**src/rtl/ide_pio_pkg.sv**
```systemverilog
package ide_pio_pkg;

  localparam int CNT_W = 4;

  typedef enum logic [1:0] {
    PH_IDLE   = 2'd0,
    PH_SETUP  = 2'd1,
    PH_ACTIVE = 2'd2,
    PH_HOLD   = 2'd3
  } pio_phase_e;

  // phase lengths stored as (clocks - 1)
  typedef struct packed {
    logic [CNT_W-1:0] setup_m1;
    logic [CNT_W-1:0] active_m1;
    logic [CNT_W-1:0] hold_m1;
  } pio_tim_t;

  function automatic logic [CNT_W-1:0] setup_m1_of(input logic [1:0] code);
    return CNT_W'(code);
  endfunction

  function automatic logic [CNT_W-1:0] hold_m1_of(input logic [2:0] code);
    logic [CNT_W-1:0] r;
    case (code)
      3'd6:    r = CNT_W'(7);
      3'd7:    r = CNT_W'(11);
      default: r = CNT_W'(code);
    endcase
    return r;
  endfunction

  function automatic logic [CNT_W-1:0] active_m1_of(input logic [2:0] code);
    logic [CNT_W-1:0] r;
    case (code)
      3'd5:    r = CNT_W'(7);
      3'd6:    r = CNT_W'(11);
      3'd7:    r = CNT_W'(15);
      default: r = CNT_W'(code) + CNT_W'(1);
    endcase
    return r;
  endfunction

  function automatic pio_tim_t decode_timing(input logic [7:0] tb);
    pio_tim_t t;
    t.setup_m1  = setup_m1_of(tb[7:6]);
    t.hold_m1   = hold_m1_of(tb[5:3]);
    t.active_m1 = active_m1_of(tb[2:0]);
    return t;
  endfunction

endpackage

```
**src/rtl/pio_timing_sel.sv**
```systemverilog
module pio_timing_sel
  import ide_pio_pkg::*;
(
  input  logic       sel_cmd,
  input  logic [7:0] data_tb,
  input  logic [7:0] cmd_tb,
  output pio_tim_t   tim
);

  logic [7:0] chosen;

  always_comb begin
    chosen = sel_cmd ? cmd_tb : data_tb;
    tim    = decode_timing(chosen);
  end

endmodule

```
**src/rtl/pio_phase_seq.sv**
```systemverilog
module pio_phase_seq
  import ide_pio_pkg::*;
(
  input  logic       clk,
  input  logic       rst_n,
  input  logic       start,
  input  pio_tim_t   tim_in,
  input  logic       ioen_in,
  input  logic       iordy,
  output pio_phase_e phase,
  output logic       capture,
  output logic       done
);

  pio_phase_e       phase_q, phase_d;
  logic [CNT_W-1:0] cnt_q, cnt_d;
  logic [CNT_W-1:0] act_len_q, hold_len_q;
  logic             ioen_q;
  logic             stall;
  logic             cnt_zero;

  assign cnt_zero = (cnt_q == '0);
  assign stall    = ioen_q && !iordy;

  // next state
  always_comb begin
    phase_d = phase_q;
    cnt_d   = cnt_q;
    case (phase_q)
      PH_IDLE: begin
        if (start) begin
          phase_d = PH_SETUP;
          cnt_d   = tim_in.setup_m1;
        end
      end
      PH_SETUP: begin
        if (cnt_zero) begin
          phase_d = PH_ACTIVE;
          cnt_d   = act_len_q;
        end else begin
          cnt_d = cnt_q - 1'b1;
        end
      end
      PH_ACTIVE: begin
        if (!cnt_zero) begin
          cnt_d = cnt_q - 1'b1;
        end else if (!stall) begin
          phase_d = PH_HOLD;
          cnt_d   = hold_len_q;
        end
      end
      PH_HOLD: begin
        if (cnt_zero) phase_d = PH_IDLE;
        else          cnt_d   = cnt_q - 1'b1;
      end
      default: phase_d = PH_IDLE;
    endcase
  end

  // state registers
  always_ff @(posedge clk or negedge rst_n) begin
    if (!rst_n) begin
      phase_q <= PH_IDLE;
      cnt_q   <= '0;
    end else begin
      phase_q <= phase_d;
      cnt_q   <= cnt_d;
    end
  end

  // timing latch, enabled only on acceptance
  always_ff @(posedge clk or negedge rst_n) begin
    if (!rst_n) begin
      act_len_q  <= '0;
      hold_len_q <= '0;
      ioen_q     <= 1'b0;
    end else if (start) begin
      act_len_q  <= tim_in.active_m1;
      hold_len_q <= tim_in.hold_m1;
      ioen_q     <= ioen_in;
    end
  end

  assign phase   = phase_q;
  assign capture = (phase_q == PH_ACTIVE) && cnt_zero && !stall;
  assign done    = (phase_q == PH_HOLD) && cnt_zero;

  // done lasts a single clock
  a_r9_done_single: assert property (@(posedge clk) disable iff (!rst_n)
    done |=> !done);

  // with waiting off, the last ACTIVE clock always moves to HOLD
  a_r6_no_wait_when_off: assert property (@(posedge clk) disable iff (!rst_n)
    (phase_q == PH_ACTIVE && cnt_zero && !ioen_q) |=> (phase_q == PH_HOLD));

  // latched lengths never move while an access runs
  a_r10_lengths_held: assert property (@(posedge clk) disable iff (!rst_n)
    (phase_q != PH_IDLE) |=> ($stable(act_len_q) && $stable(hold_len_q) && $stable(ioen_q)));

  // ACTIVE lasts at least two clocks
  a_r2_active_min: assert property (@(posedge clk) disable iff (!rst_n)
    $rose(phase_q == PH_ACTIVE) |=> (phase_q == PH_ACTIVE));

  // a request while busy never restarts the counter into SETUP
  a_r9_no_restart: assert property (@(posedge clk) disable iff (!rst_n)
    (phase_q != PH_IDLE && phase_q != PH_HOLD) |=> (phase_q != PH_SETUP || $past(phase_q) == PH_SETUP));

endmodule

```
**src/rtl/pio_bus_path.sv**
```systemverilog
module pio_bus_path
  import ide_pio_pkg::*;
#(
  parameter int DATA_W = 16
) (
  input  logic              clk,
  input  logic              rst_n,
  input  logic              start,
  input  logic              req_write,
  input  logic              req_cmd,
  input  logic              narrow_in,
  input  logic [DATA_W-1:0] wdata_in,
  input  pio_phase_e        phase,
  input  logic              capture,
  input  logic [DATA_W-1:0] rd_bus,
  output logic              rd_strobe,
  output logic              wr_strobe,
  output logic              cs_data,
  output logic              cs_cmd,
  output logic [DATA_W-1:0] bus_wdata,
  output logic              bus_oe,
  output logic [DATA_W-1:0] rd_data
);

  localparam int NARROW_W = DATA_W / 2;

  logic              wr_q, cmd_q;
  logic [DATA_W-1:0] wdata_q, rd_q;
  logic              wide_req;
  logic [DATA_W-1:0] wdata_fit, rd_fit;
  logic              busy, active, rd_en;

  // command class is always byte wide; data class unless narrowed
  assign wide_req = !req_cmd && !narrow_in;

  always_comb begin
    wdata_fit = wdata_in;
    if (!wide_req) wdata_fit = {{(DATA_W-NARROW_W){1'b0}}, wdata_in[NARROW_W-1:0]};
  end

  logic wide_q;

  always_comb begin
    rd_fit = rd_bus;
    if (!wide_q) rd_fit = {{(DATA_W-NARROW_W){1'b0}}, rd_bus[NARROW_W-1:0]};
  end

  always_ff @(posedge clk or negedge rst_n) begin
    if (!rst_n) begin
      wr_q    <= 1'b0;
      cmd_q   <= 1'b0;
      wide_q  <= 1'b0;
      wdata_q <= '0;
    end else if (start) begin
      wr_q    <= req_write;
      cmd_q   <= req_cmd;
      wide_q  <= wide_req;
      wdata_q <= wdata_fit;
    end
  end

  assign rd_en = capture && !wr_q;

  always_ff @(posedge clk or negedge rst_n) begin
    if (!rst_n)     rd_q <= '0;
    else if (rd_en) rd_q <= rd_fit;
  end

  assign busy      = (phase != PH_IDLE);
  assign active    = (phase == PH_ACTIVE);
  assign rd_strobe = active && !wr_q;
  assign wr_strobe = active && wr_q;
  assign cs_data   = busy && !cmd_q;
  assign cs_cmd    = busy && cmd_q;
  assign bus_oe    = busy && wr_q;
  assign bus_wdata = bus_oe ? wdata_q : '0;
  assign rd_data   = rd_q;

  // strobes are exclusive
  a_r5_strobe_exclusive: assert property (@(posedge clk) disable iff (!rst_n)
    !(rd_strobe && wr_strobe));

  // read data only moves on a read capture
  a_r7_rd_hold: assert property (@(posedge clk) disable iff (!rst_n)
    !(capture && !wr_q) |=> $stable(rd_q));

  // direction and class cannot change inside an access
  a_r10_cfg_held: assert property (@(posedge clk) disable iff (!rst_n)
    (busy && phase != PH_HOLD) |=> ($stable(wr_q) && $stable(cmd_q) && $stable(wdata_q)));

endmodule

```
**src/rtl/ide_pio_timer.sv**
```systemverilog
module ide_pio_timer
  import ide_pio_pkg::*;
#(
  parameter int DATA_W = 16
) (
  input  logic              clk,
  input  logic              rst_n,
  input  logic              req_valid,
  input  logic              req_write,
  input  logic              req_cmd,
  output logic              req_ready,
  input  logic [7:0]        data_timing,
  input  logic [7:0]        cmd_timing,
  input  logic              iordy_en,
  input  logic              narrow_en,
  input  logic [DATA_W-1:0] wdata_in,
  output logic              cs_data,
  output logic              cs_cmd,
  output logic              rd_strobe,
  output logic              wr_strobe,
  input  logic              iordy,
  output logic [DATA_W-1:0] bus_wdata,
  output logic              bus_oe,
  input  logic [DATA_W-1:0] rd_bus,
  output logic [DATA_W-1:0] rd_data,
  output logic              done
);

  pio_tim_t   tim_sel;
  pio_phase_e phase;
  logic       start, capture;

  assign req_ready = (phase == PH_IDLE);
  assign start     = req_valid && req_ready;

  pio_timing_sel u_sel (
    .sel_cmd (req_cmd),
    .data_tb (data_timing),
    .cmd_tb  (cmd_timing),
    .tim     (tim_sel)
  );

  pio_phase_seq u_seq (
    .clk     (clk),
    .rst_n   (rst_n),
    .start   (start),
    .tim_in  (tim_sel),
    .ioen_in (iordy_en),
    .iordy   (iordy),
    .phase   (phase),
    .capture (capture),
    .done    (done)
  );

  pio_bus_path #(.DATA_W(DATA_W)) u_path (
    .clk       (clk),
    .rst_n     (rst_n),
    .start     (start),
    .req_write (req_write),
    .req_cmd   (req_cmd),
    .narrow_in (narrow_en),
    .wdata_in  (wdata_in),
    .phase     (phase),
    .capture   (capture),
    .rd_bus    (rd_bus),
    .rd_strobe (rd_strobe),
    .wr_strobe (wr_strobe),
    .cs_data   (cs_data),
    .cs_cmd    (cs_cmd),
    .bus_wdata (bus_wdata),
    .bus_oe    (bus_oe),
    .rd_data   (rd_data)
  );

  // a strobe is always preceded by a chip-select clock
  a_r1_setup_first: assert property (@(posedge clk) disable iff (!rst_n)
    $rose(rd_strobe || wr_strobe) |-> $past(cs_data || cs_cmd));

  // chip select remains after the strobe drops
  a_r3_hold_after: assert property (@(posedge clk) disable iff (!rst_n)
    $fell(rd_strobe || wr_strobe) |-> (cs_data || cs_cmd));

  // only one chip select at a time
  a_r4_one_cs: assert property (@(posedge clk) disable iff (!rst_n)
    $onehot0({cs_data, cs_cmd}));

  // done arrives with a chip select and no strobe
  a_r9_done_in_hold: assert property (@(posedge clk) disable iff (!rst_n)
    done |-> ((cs_data || cs_cmd) && !rd_strobe && !wr_strobe));

endmodule

```
**config.mk**
```make
export PLATFORM = sky130hd
export DESIGN_NAME = ide_pio_timer
export DESIGN_NICKNAME = d
export VERILOG_FILES = /design/src/rtl/ide_pio_pkg.sv /design/src/rtl/pio_timing_sel.sv /design/src/rtl/pio_phase_seq.sv /design/src/rtl/pio_bus_path.sv /design/src/rtl/ide_pio_timer.sv
export SDC_FILE = /design/constraint.sdc
export NUM_CORES = 1
export LEC_CHECK = 0
export ABC_CLOCK_PERIOD_IN_PS = 3400
export BUFFER_PORTS_ARGS = -buffer_cell sky130_fd_sc_hd__buf_2
export CAP_MARGIN = 10
export CORE_MARGIN = 8
export CORE_UTILIZATION = 53
export CTS_CLUSTER_SIZE = 20
export DETAILED_ROUTE_END_ITERATION = 6
export PLACE_DENSITY = 0.88
export SETUP_SLACK_MARGIN = 0.4
export SKIP_CTS_REPAIR_TIMING = 1
export SYNTH_ARGS = -nofsm -noshare
export SYNTH_HDL_FRONTEND = slang
export SYNTH_SLANG_ARGS = --single-unit
```
**constraint.sdc**
```tcl
create_clock -name clk -period 3.4 [get_ports clk]
set_input_delay 0.34 -clock clk [delete_from_list [all_inputs] [get_ports clk]]
set_output_delay 0.34 -clock clk [all_outputs]
set_load 0.01 [all_outputs]
```
==> flow_metrics.py <==
metrics = {
    "routing": {
        "viasPerCell": 5.37,
        "wl_um": 6010,
        "postRouteAntennaNets": 0,
        "wl_per_cell_um": 15.9,
        "vias": 2028,
        "dr.pass1.iters": 4,
        "drtIter0Drc": 157,
        "drc": 0,
    },
    "timing": {
        "fin_skew_ns": 0.00769,
        "slew_violations": 0,
        "hold_viol": 0,
        "fin_crit_sh": 0.772,
        "fin_ws_ns": 0.775,
        "rsz0062_at_grt": "no",
        "setup_tns_ns": 0,
        "timing.slew.headroom": 0.295,
        "layout_min_cycle_time_ns": 2.62,
        "tightest_slew_ns": 1.06,
        "whs_ns": 0.233,
        "clock.fmax_ghz": 0.381,
        "finalSetupViolCount": 0,
    },
    "clock_tree": {
        "path_clk_slew_ns": 0.09,
        "cts_num_sinks": 50,
        "cts_buffers": 5,
        "cts_buffer_depth": 2,
        "cts_tree": "built",
        "cts-root-buf": "clkbuf_8",
        "clk-insertion-delay-late_ns": 0.29,
        "htree_levels": 2,
    },
    "worst_setup_path": {
        "cp-end-kind": "primary output",
        "setup.worst_path.class": "reg2out",
        "path_max_fanout": 17,
        "cp_slowest_stage_delay_ns": 0.76,
        "startpoint_type": "flop",
        "slowest_stage": "nor2b_1",
        "arrival_ns": 2.28,
        "worstPathCellList": "inv_1 -> ha_1 -> nor2b_1 -> and2_1 -> buf_2",
        "crit_required_ns": 3.06,
    },
    "power_and_ir_drop": {
        "p_per_area_nw_per_um2": 862,
        "vdd_drop_max_mv": 0.403,
        "p_leak_nw": 1.68,
    },
    "cells_and_area": {
        "n_fill_cell": 390,
        "final_cells": 378,
        "drive_above_1_share": 0.407,
        "layout.nets": 388,
        "diodes": 0,
        "area_growth_pct": 23.0,
    },
    "yosys": {
        "async_flop_share": 1.00,
        "synth-seq-cells": 50,
        "synth_fp_nets": 297,
        "avgSynthCellArea_um2": 11.0,
        "synth_ff_type": "dfrtp_1",
        "synth_edf_count": 0,
        "yosys_warnings": 0,
        "synth_seq_area_share": 0.490,
        "syn_area_um2": 2550,
        "synth_cell_type_count": 44,
        "syn-instance-count": 232,
    },
    "placement": {
        "dp_cells": 370,
        "io_buffers": 94,
        "dp_hpwl_um": 4700,
        "dp_slack_ns": 0.977,
        "place.gp.congestion": 0.808,
    },
    "run_status": {
        "outcome": "completed",
    },
    "die": {
        "die_w_um": 85.4,
        "start_util": 0.544,
        "dieArea_um2": 7290,
        "die_h_um": 85.4,
        "core.rowCount": 25,
        "core_area_um2": 4690,
        "io_pins": 95,
    },
    "global_route": {
        "first_global_vias": 2115,
        "antenna_found_initial": 0,
        "track_usage": 0.170,
        "grt_max_degree": 51,
        "grt_pass1_wl_um": 10100,
        "grt-ovfl-total": 0,
    },
    "run": {
        "drv_cap": 0,
    },
    "hold_path": {
        "min_path_type": "in2async",
    },
}
## sequential cells by signal, summed over array words and instances (netlist names)
name and cells:
u_path.rd_data 16, u_path.wdata_q 16, u_seq.act_len_q 4, u_seq.cnt_q 4, u_seq.hold_len_q 4, u_seq.phase 2, u_path.cmd_q 1, u_path.wide_q 1
u_path.wr_q 1, u_seq.ioen_q 1
## report_power, final
part / switching [W] / total, W / internal (W)
Sequential: 0.000175 / 0.00105 / 0.000877
Clock: 0.000190 / 0.000358 / 0.000168
Combinational: 0.000664 / 0.00129 / 0.000629
## worst max-delay path, delay by kind of cell, from the launching register on
kind | cells | cell delay [ns]
adder cells (fa/ha/maj) | 1 | 0.36
AND/OR/NAND/NOR | 2 | 1.00
buffers and inverters | 2 | 0.23
flip-flops | 1 | 0.41
## synth_stat cells, types with 5 or more instances
library cell  number  area, µm²
nand2_1           23       86.3
dfrtp_1           50       1250
nor2_1             7       26.3
and2_1            18        113
mux2_2            20        225
buf_2              5       25.0
o21ai_0           13       65.1
nand3_1            7       35.0
a22o_1            10       87.6
ha_1               9        113
inv_1              7       26.3
## routing by layer
metal | track usage | vias up | share of wire
li1 | - | 1004 | -
met1 | 0.208 | 955 | 0.43
met2 | 0.287 | 62 | 0.50
met3 | 0.0444 | 7 | 0.055
met4 | 0.0494 | 0 | 0.013
met5 | 0 | - | 0
## path summary, 6_finish.rpt
path	slack [ns]	cells past startpoint	endpoint	start
hold / removal	0.23	1	u_seq.cnt_q[1]	rst_n
max in group asynchronous	2.52	1	u_path.wdata_q[11]	rst_n
setup reg to reg	0.99	5	u_path.wdata_q[8]	u_seq.phase[0]
hold reg to reg	0.48	2	u_path.rd_data[8]	u_path.rd_data[8]
min in group clk	0.26	2	u_path.wdata_q[10]	wdata_in[10]
setup / recovery	0.78	5	bus_wdata[5]	u_seq.phase[0]
## logic make-up after synthesis
family	share of synthesized area
multiplexers	0.128
AND/OR/NAND/NOR	0.172
buffers and inverters	0.0319
flip-flops	0.490
AO/OA/AOI/OAI	0.134
adder cells (fa/ha/maj)	0.0441
## metrics by stage
stage	utilization	instance area, µm²	total power [W]
finish	0.669	3140	0.00270
global placement	0.648	3040	0.00230
detailed placement	0.648	3040	0.00237
floorplan	-	2550	0.00194
global route	0.669	3140	0.00292
CTS	0.669	3140	0.00273
## cell usage in the layout, fill, tap and decap left out, drive strengths merged
cell    instances
nor2b           4
clkbuf          7
o211a           1
nand3b          1
o22a            1
nand4           1
ha              9
o21ai          18
a211oi          2
buf            95
or3b            1
a22oi           3
o21bai          1
o31ai           1
a21o            3
a21boi          1
nor3b           3
nor3            5
mux2           24
nand2          23
a32o            1
inv             8
and2           18
or2             1
a32oi           1
a21oi           4
nand2b          2
or3             1
and3b           1
a211o           2
and2b           1
nor4            2
a22o           10
mux2i           4
nand3           7
nor2            7
dfrtp          50
## cell type report
class / instances / area, µm² / area share
inverters: 7 / 26.3 / 0.00838
flip-flops and latches: 50 / 1250 / 0.399
repair buffers: 95 / 478 / 0.152
clock buffers: 7 / 86.3 / 0.0275
well taps: 54 / 67.6 / 0.0215
clock inverters: 1 / 8.76 / 0.00279
multi-input cells: 164 / 1220 / 0.389
Power figures use the tool's default switching activity.
